[src/rtl/pcs_pkg.sv]
// Package: shared types and helpers for the PC sampling profile register.
// Assumes a 56-bit sampled address and 32-bit bus words.
package pcs_pkg;

    localparam int PC_W    = 56;
    localparam int WORD_W  = 32;
    localparam int HI_PC_W = PC_W - WORD_W;

    localparam logic [WORD_W-1:0] SENTINEL = '1;

    // Which held-register update a low-word read performs.
    typedef enum logic [1:0] {
        CAP_NONE,
        CAP_SAMPLE,
        CAP_FILL
    } cap_e;

    // Which register a request selects.
    typedef enum logic [2:0] {
        SEL_NONE,
        SEL_LO,
        SEL_HI,
        SEL_CID1,
        SEL_CID2,
        SEL_VMID
    } sel_e;

    // Assemble the high word from context bits and upper address bits.
    function automatic logic [WORD_W-1:0] pack_hi(
        input logic               ns,
        input logic [1:0]         el,
        input logic               tx,
        input logic [HI_PC_W-1:0] pc_hi
    );
        return {ns, el, tx, 4'b0000, pc_hi};
    endfunction

endpackage

[src/rtl/pcs_sample_unit.sv]
// Module: pcs_sample_unit
// Records the latest retirement (address plus context) and keeps the
// "retired since last consuming read" flag. Assumes one retirement per
// cycle at most. The sample registers clear only on cold reset.
module pcs_sample_unit
    import pcs_pkg::*;
#(
    parameter int CTX_W  = 32,
    parameter int VMID_W = 16
) (
    input  logic              clk,
    input  logic              rst_n,
    input  logic              warm_rst_n,
    input  logic              ret_valid,
    input  logic [PC_W-1:0]   ret_pc,
    input  logic              ret_ns,
    input  logic [1:0]        ret_el,
    input  logic              ret_tx,
    input  logic [CTX_W-1:0]  ret_ctx1,
    input  logic [CTX_W-1:0]  ret_ctx2,
    input  logic [VMID_W-1:0] ret_vmid,
    input  logic              halted,
    input  logic              consume,
    output logic [PC_W-1:0]   smp_pc,
    output logic              smp_ns,
    output logic [1:0]        smp_el,
    output logic              smp_tx,
    output logic [CTX_W-1:0]  smp_ctx1,
    output logic [CTX_W-1:0]  smp_ctx2,
    output logic [VMID_W-1:0] smp_vmid,
    output logic              retired
);

    // Latch the latest retirement; only cold reset clears it.
    always_ff @(posedge clk) begin
        if (!rst_n) begin
            smp_pc   <= '0;
            smp_ns   <= 1'b0;
            smp_el   <= 2'b00;
            smp_tx   <= 1'b0;
            smp_ctx1 <= '0;
            smp_ctx2 <= '0;
            smp_vmid <= '0;
        end else if (ret_valid) begin
            smp_pc   <= ret_pc;
            smp_ns   <= ret_ns;
            smp_el   <= ret_el;
            smp_tx   <= ret_tx;
            smp_ctx1 <= ret_ctx1;
            smp_ctx2 <= ret_ctx2;
            smp_vmid <= ret_vmid;
        end
    end

    // Retired flag: halt clears, retirement sets, consuming read clears.
    always_ff @(posedge clk) begin
        if (!rst_n || !warm_rst_n) begin
            retired <= 1'b0;
        end else if (halted) begin
            retired <= 1'b0;
        end else if (ret_valid) begin
            retired <= 1'b1;
        end else if (consume) begin
            retired <= 1'b0;
        end
    end

endmodule

[src/rtl/pcs_access_ctrl.sv]
// Module: pcs_access_ctrl
// Decodes a request into a register select and decides whether it is
// refused. Purely combinational. Assumes word-aligned 32-bit registers in
// a 64-byte window whose upper 32 bytes mirror the lower 32.
module pcs_access_ctrl
    import pcs_pkg::*;
#(
    parameter int              ADDR_W    = 12,
    parameter logic [ADDR_W-1:0] WIN_BASE = ADDR_W'('h200),
    parameter bit              ATOMIC_EN = 1'b1
) (
    input  logic              req_valid,
    input  logic              req_write,
    input  logic              req_wide,
    input  logic [ADDR_W-1:0] req_addr,
    input  logic              core_powered,
    input  logic              dbl_lock,
    input  logic              os_lock,
    output sel_e              acc_sel,
    output logic              acc_ok,
    output logic              acc_err
);

    localparam logic [ADDR_W-1:0] WIN_MASK = ~ADDR_W'('h3F);

    logic in_window;
    logic gate_open;
    logic wide_bad;
    sel_e sel;

    // Map the window offset to a register; the alias bit 5 is ignored.
    always_comb begin
        in_window = (req_addr & WIN_MASK) == WIN_BASE;
        sel       = SEL_NONE;
        if (in_window) begin
            case (req_addr[4:0])
                5'h00:   sel = SEL_LO;
                5'h04:   sel = SEL_HI;
                5'h08:   sel = SEL_CID1;
                5'h0C:   sel = SEL_CID2;
                5'h10:   sel = SEL_VMID;
                default: sel = SEL_NONE;
            endcase
        end
    end

    // Wide reads are legal only at the low word and only when enabled.
    generate
        if (ATOMIC_EN) begin : g_wide
            assign wide_bad = req_wide && (sel != SEL_LO);
        end else begin : g_narrow
            assign wide_bad = req_wide;
        end
    endgenerate

    // Combine gating, direction and decode into accept / refuse.
    always_comb begin
        gate_open = core_powered && !dbl_lock && !os_lock;
        acc_err   = req_valid &&
                    (!gate_open || req_write || (sel == SEL_NONE) || wide_bad);
        acc_ok    = req_valid && !acc_err;
        acc_sel   = acc_ok ? sel : SEL_NONE;
    end

endmodule

[src/rtl/pcs_hold_regs.sv]
// Module: pcs_hold_regs
// Holding registers loaded by a low-word read: the high word and the three
// identifier registers. Also presents the value the high word takes after
// this cycle's update, for a wide read. Clears on cold reset only.
module pcs_hold_regs
    import pcs_pkg::*;
#(
    parameter int                CTX_W     = 32,
    parameter int                VMID_W    = 16,
    parameter logic [WORD_W-1:0] FILL_WORD = 32'h0BAD_F11D
) (
    input  logic              clk,
    input  logic              rst_n,
    input  cap_e              cap_mode,
    input  logic [WORD_W-1:0] smp_hi,
    input  logic [CTX_W-1:0]  smp_ctx1,
    input  logic [CTX_W-1:0]  smp_ctx2,
    input  logic [VMID_W-1:0] smp_vmid,
    output logic [WORD_W-1:0] held_hi,
    output logic [CTX_W-1:0]  held_ctx1,
    output logic [CTX_W-1:0]  held_ctx2,
    output logic [VMID_W-1:0] held_vmid,
    output logic [WORD_W-1:0] nxt_hi
);

    logic [CTX_W-1:0]  nxt_ctx1;
    logic [CTX_W-1:0]  nxt_ctx2;
    logic [VMID_W-1:0] nxt_vmid;

    // Choose the next held values from the capture mode.
    always_comb begin
        case (cap_mode)
            CAP_SAMPLE: begin
                nxt_hi   = smp_hi;
                nxt_ctx1 = smp_ctx1;
                nxt_ctx2 = smp_ctx2;
                nxt_vmid = smp_vmid;
            end
            CAP_FILL: begin
                nxt_hi   = FILL_WORD;
                nxt_ctx1 = FILL_WORD[CTX_W-1:0];
                nxt_ctx2 = FILL_WORD[CTX_W-1:0];
                nxt_vmid = FILL_WORD[VMID_W-1:0];
            end
            default: begin
                nxt_hi   = held_hi;
                nxt_ctx1 = held_ctx1;
                nxt_ctx2 = held_ctx2;
                nxt_vmid = held_vmid;
            end
        endcase
    end

    // Register the held values; warm reset does not reach here.
    always_ff @(posedge clk) begin
        if (!rst_n) begin
            held_hi   <= '0;
            held_ctx1 <= '0;
            held_ctx2 <= '0;
            held_vmid <= '0;
        end else begin
            held_hi   <= nxt_hi;
            held_ctx1 <= nxt_ctx1;
            held_ctx2 <= nxt_ctx2;
            held_vmid <= nxt_vmid;
        end
    end

endmodule

[src/rtl/pc_sample_profiler.sv]
// Module: pc_sample_profiler (top)
// PC sampling profile register with a read-only request/response port.
// A low-word read returns the sampled address and freezes the companion
// registers. Assumes CTX_W and VMID_W are at most 32 and ADDR_W >= 10.
module pc_sample_profiler
    import pcs_pkg::*;
#(
    parameter int                CTX_W     = 32,
    parameter int                VMID_W    = 16,
    parameter int                ADDR_W    = 12,
    parameter logic [ADDR_W-1:0] WIN_BASE  = ADDR_W'('h200),
    parameter bit                ATOMIC_EN = 1'b1,
    parameter logic [31:0]       FILL_WORD = 32'h0BAD_F11D
) (
    input  logic              clk,
    input  logic              rst_n,
    input  logic              warm_rst_n,
    input  logic              ret_valid,
    input  logic [55:0]       ret_pc,
    input  logic              ret_ns,
    input  logic [1:0]        ret_el,
    input  logic              ret_tx,
    input  logic [CTX_W-1:0]  ret_ctx1,
    input  logic [CTX_W-1:0]  ret_ctx2,
    input  logic [VMID_W-1:0] ret_vmid,
    input  logic              dbg_state,
    input  logic              prof_prohibit,
    input  logic              core_powered,
    input  logic              dbl_lock,
    input  logic              os_lock,
    input  logic              sw_lock,
    input  logic              req_valid,
    input  logic              req_write,
    input  logic              req_wide,
    input  logic [ADDR_W-1:0] req_addr,
    output logic              rsp_valid,
    output logic              rsp_err,
    output logic [63:0]       rsp_data
);

    logic [PC_W-1:0]   smp_pc;
    logic              smp_ns;
    logic [1:0]        smp_el;
    logic              smp_tx;
    logic [CTX_W-1:0]  smp_ctx1;
    logic [CTX_W-1:0]  smp_ctx2;
    logic [VMID_W-1:0] smp_vmid;
    logic              retired;
    logic              halted;
    logic              lo_read;
    logic              consume;
    cap_e              cap_mode;
    sel_e              acc_sel;
    logic              acc_ok;
    logic              acc_err;
    logic [WORD_W-1:0] smp_hi;
    logic [WORD_W-1:0] held_hi;
    logic [CTX_W-1:0]  held_ctx1;
    logic [CTX_W-1:0]  held_ctx2;
    logic [VMID_W-1:0] held_vmid;
    logic [WORD_W-1:0] nxt_hi;
    logic [WORD_W-1:0] lo_word;
    logic [63:0]       rd_data;
    logic [WORD_W-1:0] ext_ctx1;
    logic [WORD_W-1:0] ext_ctx2;
    logic [WORD_W-1:0] ext_vmid;

    pcs_sample_unit #(.CTX_W(CTX_W), .VMID_W(VMID_W)) u_sample (
        .clk        (clk),
        .rst_n      (rst_n),
        .warm_rst_n (warm_rst_n),
        .ret_valid  (ret_valid),
        .ret_pc     (ret_pc),
        .ret_ns     (ret_ns),
        .ret_el     (ret_el),
        .ret_tx     (ret_tx),
        .ret_ctx1   (ret_ctx1),
        .ret_ctx2   (ret_ctx2),
        .ret_vmid   (ret_vmid),
        .halted     (halted),
        .consume    (consume),
        .smp_pc     (smp_pc),
        .smp_ns     (smp_ns),
        .smp_el     (smp_el),
        .smp_tx     (smp_tx),
        .smp_ctx1   (smp_ctx1),
        .smp_ctx2   (smp_ctx2),
        .smp_vmid   (smp_vmid),
        .retired    (retired)
    );

    pcs_access_ctrl #(
        .ADDR_W    (ADDR_W),
        .WIN_BASE  (WIN_BASE),
        .ATOMIC_EN (ATOMIC_EN)
    ) u_access (
        .req_valid    (req_valid),
        .req_write    (req_write),
        .req_wide     (req_wide),
        .req_addr     (req_addr),
        .core_powered (core_powered),
        .dbl_lock     (dbl_lock),
        .os_lock      (os_lock),
        .acc_sel      (acc_sel),
        .acc_ok       (acc_ok),
        .acc_err      (acc_err)
    );

    pcs_hold_regs #(
        .CTX_W     (CTX_W),
        .VMID_W    (VMID_W),
        .FILL_WORD (FILL_WORD)
    ) u_hold (
        .clk       (clk),
        .rst_n     (rst_n),
        .cap_mode  (cap_mode),
        .smp_hi    (smp_hi),
        .smp_ctx1  (smp_ctx1),
        .smp_ctx2  (smp_ctx2),
        .smp_vmid  (smp_vmid),
        .held_hi   (held_hi),
        .held_ctx1 (held_ctx1),
        .held_ctx2 (held_ctx2),
        .held_vmid (held_vmid),
        .nxt_hi    (nxt_hi)
    );

    // Decide the low-word value and the capture side effect.
    always_comb begin
        halted  = dbg_state || prof_prohibit;
        lo_read = acc_ok && (acc_sel == SEL_LO);
        consume = lo_read && !sw_lock;
        smp_hi  = pack_hi(smp_ns, smp_el, smp_tx, smp_pc[PC_W-1:WORD_W]);
        lo_word = (halted || !retired) ? SENTINEL : smp_pc[WORD_W-1:0];
        if (!consume)      cap_mode = CAP_NONE;
        else if (halted)   cap_mode = CAP_FILL;
        else if (!retired) cap_mode = CAP_NONE;
        else               cap_mode = CAP_SAMPLE;
    end

    // Zero-extend the identifier registers to a bus word.
    always_comb begin
        ext_ctx1 = '0;
        ext_ctx2 = '0;
        ext_vmid = '0;
        ext_ctx1[CTX_W-1:0]  = held_ctx1;
        ext_ctx2[CTX_W-1:0]  = held_ctx2;
        ext_vmid[VMID_W-1:0] = held_vmid;
    end

    // Select read data for the accepted register.
    always_comb begin
        case (acc_sel)
            SEL_LO:   rd_data = req_wide ? {nxt_hi, lo_word} : {32'h0, lo_word};
            SEL_HI:   rd_data = {32'h0, held_hi};
            SEL_CID1: rd_data = {32'h0, ext_ctx1};
            SEL_CID2: rd_data = {32'h0, ext_ctx2};
            SEL_VMID: rd_data = {32'h0, ext_vmid};
            default:  rd_data = '0;
        endcase
    end

    // Register the one-cycle response.
    always_ff @(posedge clk) begin
        if (!rst_n) begin
            rsp_valid <= 1'b0;
            rsp_err   <= 1'b0;
            rsp_data  <= '0;
        end else begin
            rsp_valid <= req_valid;
            rsp_err   <= acc_err;
            rsp_data  <= rd_data;
        end
    end

endmodule

[config.mk]
export PLATFORM = sky130hd
export DESIGN_NAME = pc_sample_profiler
export DESIGN_NICKNAME = d
export VERILOG_FILES = /design/src/rtl/pcs_pkg.sv /design/src/rtl/pcs_sample_unit.sv /design/src/rtl/pcs_access_ctrl.sv /design/src/rtl/pcs_hold_regs.sv /design/src/rtl/pc_sample_profiler.sv
export SDC_FILE = /design/constraint.sdc
export NUM_CORES = 1
export LEC_CHECK = 0
export ABC_AREA = 1
export BUFFER_PORTS_ARGS = -buffer_cell sky130_fd_sc_hd__clkbuf_2
export CAP_MARGIN = 25
export CORE_MARGIN = 5
export CORE_UTILIZATION = 33
export CTS_CLUSTER_DIAMETER = 150
export DETAILED_ROUTE_END_ITERATION = 16
export SLEW_MARGIN = 20
export SYNTH_ARGS = -nofsm -noshare
export SYNTH_HDL_FRONTEND = slang
export SYNTH_SLANG_ARGS = --single-unit
export TNS_END_PERCENT = 50
[constraint.sdc]
create_clock -name clk -period 3.22 [get_ports clk]
set_input_delay 0.161 -clock clk [delete_from_list [all_inputs] [get_ports clk]]
set_output_delay 0.161 -clock clk [all_outputs]
set_load 0.01 [all_outputs]
==> summary.md <==
| Metric | Value |
|---|---|
| Critical path data required time | 3.65 ns |
| Met3 Usage GRT | 3.70% |
| Core ar. | 35700 um^2 |
| Placer Congestion | 0.915 |
| Via count | 11.3k |
| GR Overflow Total | 0 |
| FILL cells | 3601 |
| Max Fanout on Critical Path | 19 |
| Root buffer selected by CTS | clkbuf_16 |
| IO Pins | 231 |
| Clk Latency, worst-skew pair | 0.51 ns |
| Synthesized cell area | 12000 um^2 |
| Mean number of vias per cell | 4.96 |
| Total CTS buffers | 35 |
| Site Rows | 69 |
| Number of synthesized flops with an enable pin | 0 |
| Pwr Density | 536 nW/um^2 |
| Clk buf depth | 3 |
| Clock sink count | 319 |
| Hold WC Path Type | input port to flip-flop |
| H-tree depth | 2 |
| GR Util All Layers | 19.5% |
| Initial core utilization | 33.6% |
| Port Buffers | 229 |
| Library cells used by synthesis | 26 |
| Setup tns final | 0 ns |
| Async SR Flop Fraction | 0% |
| Iter 0 DRT Violations | 826 |
| Peak Freq | 0.412 GHz |
| Detailed Place HPWL | 28400 um |
| Layout cells sized above 1 | 20.7% |
| Layer with the highest usage | met2 |
| Max_slew headroom | 37.8% |
| Hold Vio Cnt, Final | 0 |
| Non-Filler Instances | 2272 |
| Die height | 201 um |
| Number of max-cap violations | 0 |
| Internal | 0.00670 W |
| WP data arrival | 2.86 ns |
| Startpoint Class | input port |
| Worst setup margin | 0.792 ns |
| Hold depth | 4 |
| CTS tree | built |
| Unrepaired setup endpoints after global routing | no |
| Clk_skew | 0.0154 ns |
| Largest net degree at the start of global routing | 94 |
| Antenna-violating nets left | 0 |
| First-pass GRT wire length | 63300 um |
| Final core utilization | 44.8% |
| Syn-to-layout area delta | 33.5% |
| Routed len/inst | 18.0 um |
| Static Leak | 7.00 nW |
| Worst-case reg-to-reg path depth | 8 |
| Slew @ Worst Pin | 0.932 ns |
| Dominant synthesized flop cell | dfxtp_1 |
| Cells after synthesis | 1480 |
| Hold_buf cts | 135 |
| Met2 GRT Util | 31.1% |
| Pre-CTS setup slack | 0.311 ns |
| Cell Count Post-Placement | 2078 |
| Clock Power Share | 45.2% |
| Fin crit share | 75.4% |
| # Post-CTS Setup Buffers | 0 |
| Max Slew Vio Count | 0 |
| Layout Nets | 1956 |
| Vias in the first global route | 11.1k |
| Synth Warn # | 0 |
| Antenna violations before repair | 3 |
| Seq cells post-synth | 319 |
| Iteration count of the initial detailed-routing pass | 5 |
| Total Wirelength | 40900 um |
| Syn nets | 1647 |
| Final min period | 2.43 ns |
| Die extent in x | 201 um |
| Peak VDD IR | 0.395 mV |
| Sequential area share after synthesis | 53.3% |
| Gates resized, CTS repair | 0 |
| Gate power share | 6.5% |
| Sequential power share | 48.4% |
| Crit Path Class | input port to flip-flop |
| Status | finished, final reports clean |
| Clock slew at reported path FFs | 0.06 ns |
| Hold WS | 0.0494 ns |
| Mean Syn Cell Area | 8.10 um^2 |
| DR DRC count | 0 |
| Crit. End Element | flip-flop |
| # setup viols final | 0 |
| Switching part of the total power | 21.9% |
| Die area | 40300 um^2 |
| M1 GR Usage | 27.1% |
| Worst R2R Setup Slack | 1.24 ns |
| P_sw | 0.00188 W |
[metrics by stage]
| stage | power, W | cell area [um^2] |
|---|---|---|
| detailed placement | 0.00465 | 13500 |
| finish | 0.00857 | 16000 |
| global route | 0.00888 | 16000 |
| CTS | 0.00865 | 16000 |
| global placement | 0.00465 | 13500 |
| floorplan | 0.00443 | 12000 |
[worst max-delay path, stage by stage]
cell and delay [ns]:
clkbuf_2 0.09, nor2_2 0.19, nand2_1 0.08, nor2_1 0.12, nand2_1 0.14, nand3_1 0.14
nand2_1 0.15, nor3_4 0.21, nand3b_1 0.14, nor2_1 0.15, inv_1 0.06, ha_1 0.40
nand2_1 0.13, inv_2 0.08, buf_4 0.25, nand2_1 0.09, and2_1 0.18, nor2_1 0.10
[state kept, by name, summed over array words and instances (netlist names)]
name / flops
u_sample.smp_vmid: 16
u_hold.held_vmid: 16
rsp_data: 64
rsp_valid: 1
u_hold.held_ctx2: 32
u_hold.held_hi: 32
u_hold.held_ctx1: 32
u_sample.smp_ctx1: 32
u_sample.smp_ctx2: 32
u_sample.retired: 1
u_sample.smp_pc: 56
u_sample.smp_ns: 1
rsp_err: 1
u_sample.smp_tx: 1
u_sample.smp_el: 2
[worst paths after layout]
path | start | end
setup reg to reg | u_sample.retired$_SDFFE_PP0P_ | u_hold.held_ctx2[13]$_SDFFE_PN0N_
hold / removal | dbg_state | u_sample.retired$_SDFFE_PP0P_
setup / recovery | req_addr[1] | rsp_data[49]$_SDFF_PN0_
hold reg to reg | u_hold.held_hi[26]$_SDFF_PN0_ | u_hold.held_hi[26]$_SDFF_PN0_
[power groups by stage]
stage | clock network (W) | registers (W) | logic [W]
after floorplan | 0 | 0.00419 | 0.000234
after global placement | 0 | 0.00423 | 0.000416
after detailed placement | 0 | 0.00423 | 0.000419
after CTS | 0.00395 | 0.00415 | 0.000556
after global routing | 0.00411 | 0.00415 | 0.000618
final | 0.00387 | 0.00415 | 0.000554
[area by class of cell]
cell class,count,area [um^2],share of cell area [%]
Antenna cell,2,5.00,0.0313
Clock buffer,51,1030,6.42
Clock inverter,6,82.6,0.516
Inverter,64,243,1.52
Multi-Input combinational cell,974,4890,30.5
Sequential cell,319,6390,39.9
Tap cell,461,577,3.60
Timing Repair Buffer,395,2800,17.5
[kinds of logic after synthesis]
kind of cell	after synthesis	synth area share, %
AOI/OAI and AO/OA	260	14.8
adders and majority gates	2	0.209
buffers and inverters	187	6.19
DFF	319	53.3
and+or+nand+nor	712	25.6
[cell usage after synthesis (14+ instances only)]
library cell	n	area, um^2
o21ai_0	155	776
nand3_1	129	646
nor3_1	14	70.1
nor2_1	360	1350
inv_1	61	229
a21oi_1	20	100
clkbuf_1	101	379
dfxtp_1	319	6390
and2_1	14	87.6
o221a_2	43	484
a32o_1	37	370
nand4_1	48	300
nand2_1	128	480
[placed cells by master (no fill, tap or decap), drive strengths merged]
cell	count
clkinv	4
o2111ai	5
o21ai	155
a21oi	20
clkbuf	278
buf	33
bufinv	2
o221a	43
nand3	129
nor4	1
nor2	364
diode	2
nand3b	1
inv	63
nand2	128
clkinvlp	1
dlygate4sd3	135
ha	2
nor3	15
nand4	48
and2	14
a32o	37
dfxtp	319
or2	12
[metal layers]
metal | routed length, um | part of all wire [%] | vias up
met5 | 7 | 0.017 | -
li1 | - | - | 5607
met1 | 18800 | 46 | 5249
met3 | 2460 | 6.0 | 69
met2 | 18600 | 45 | 350
met4 | 1110 | 2.7 | 2
No activity file was read; power rests on OpenSTA's default activity.
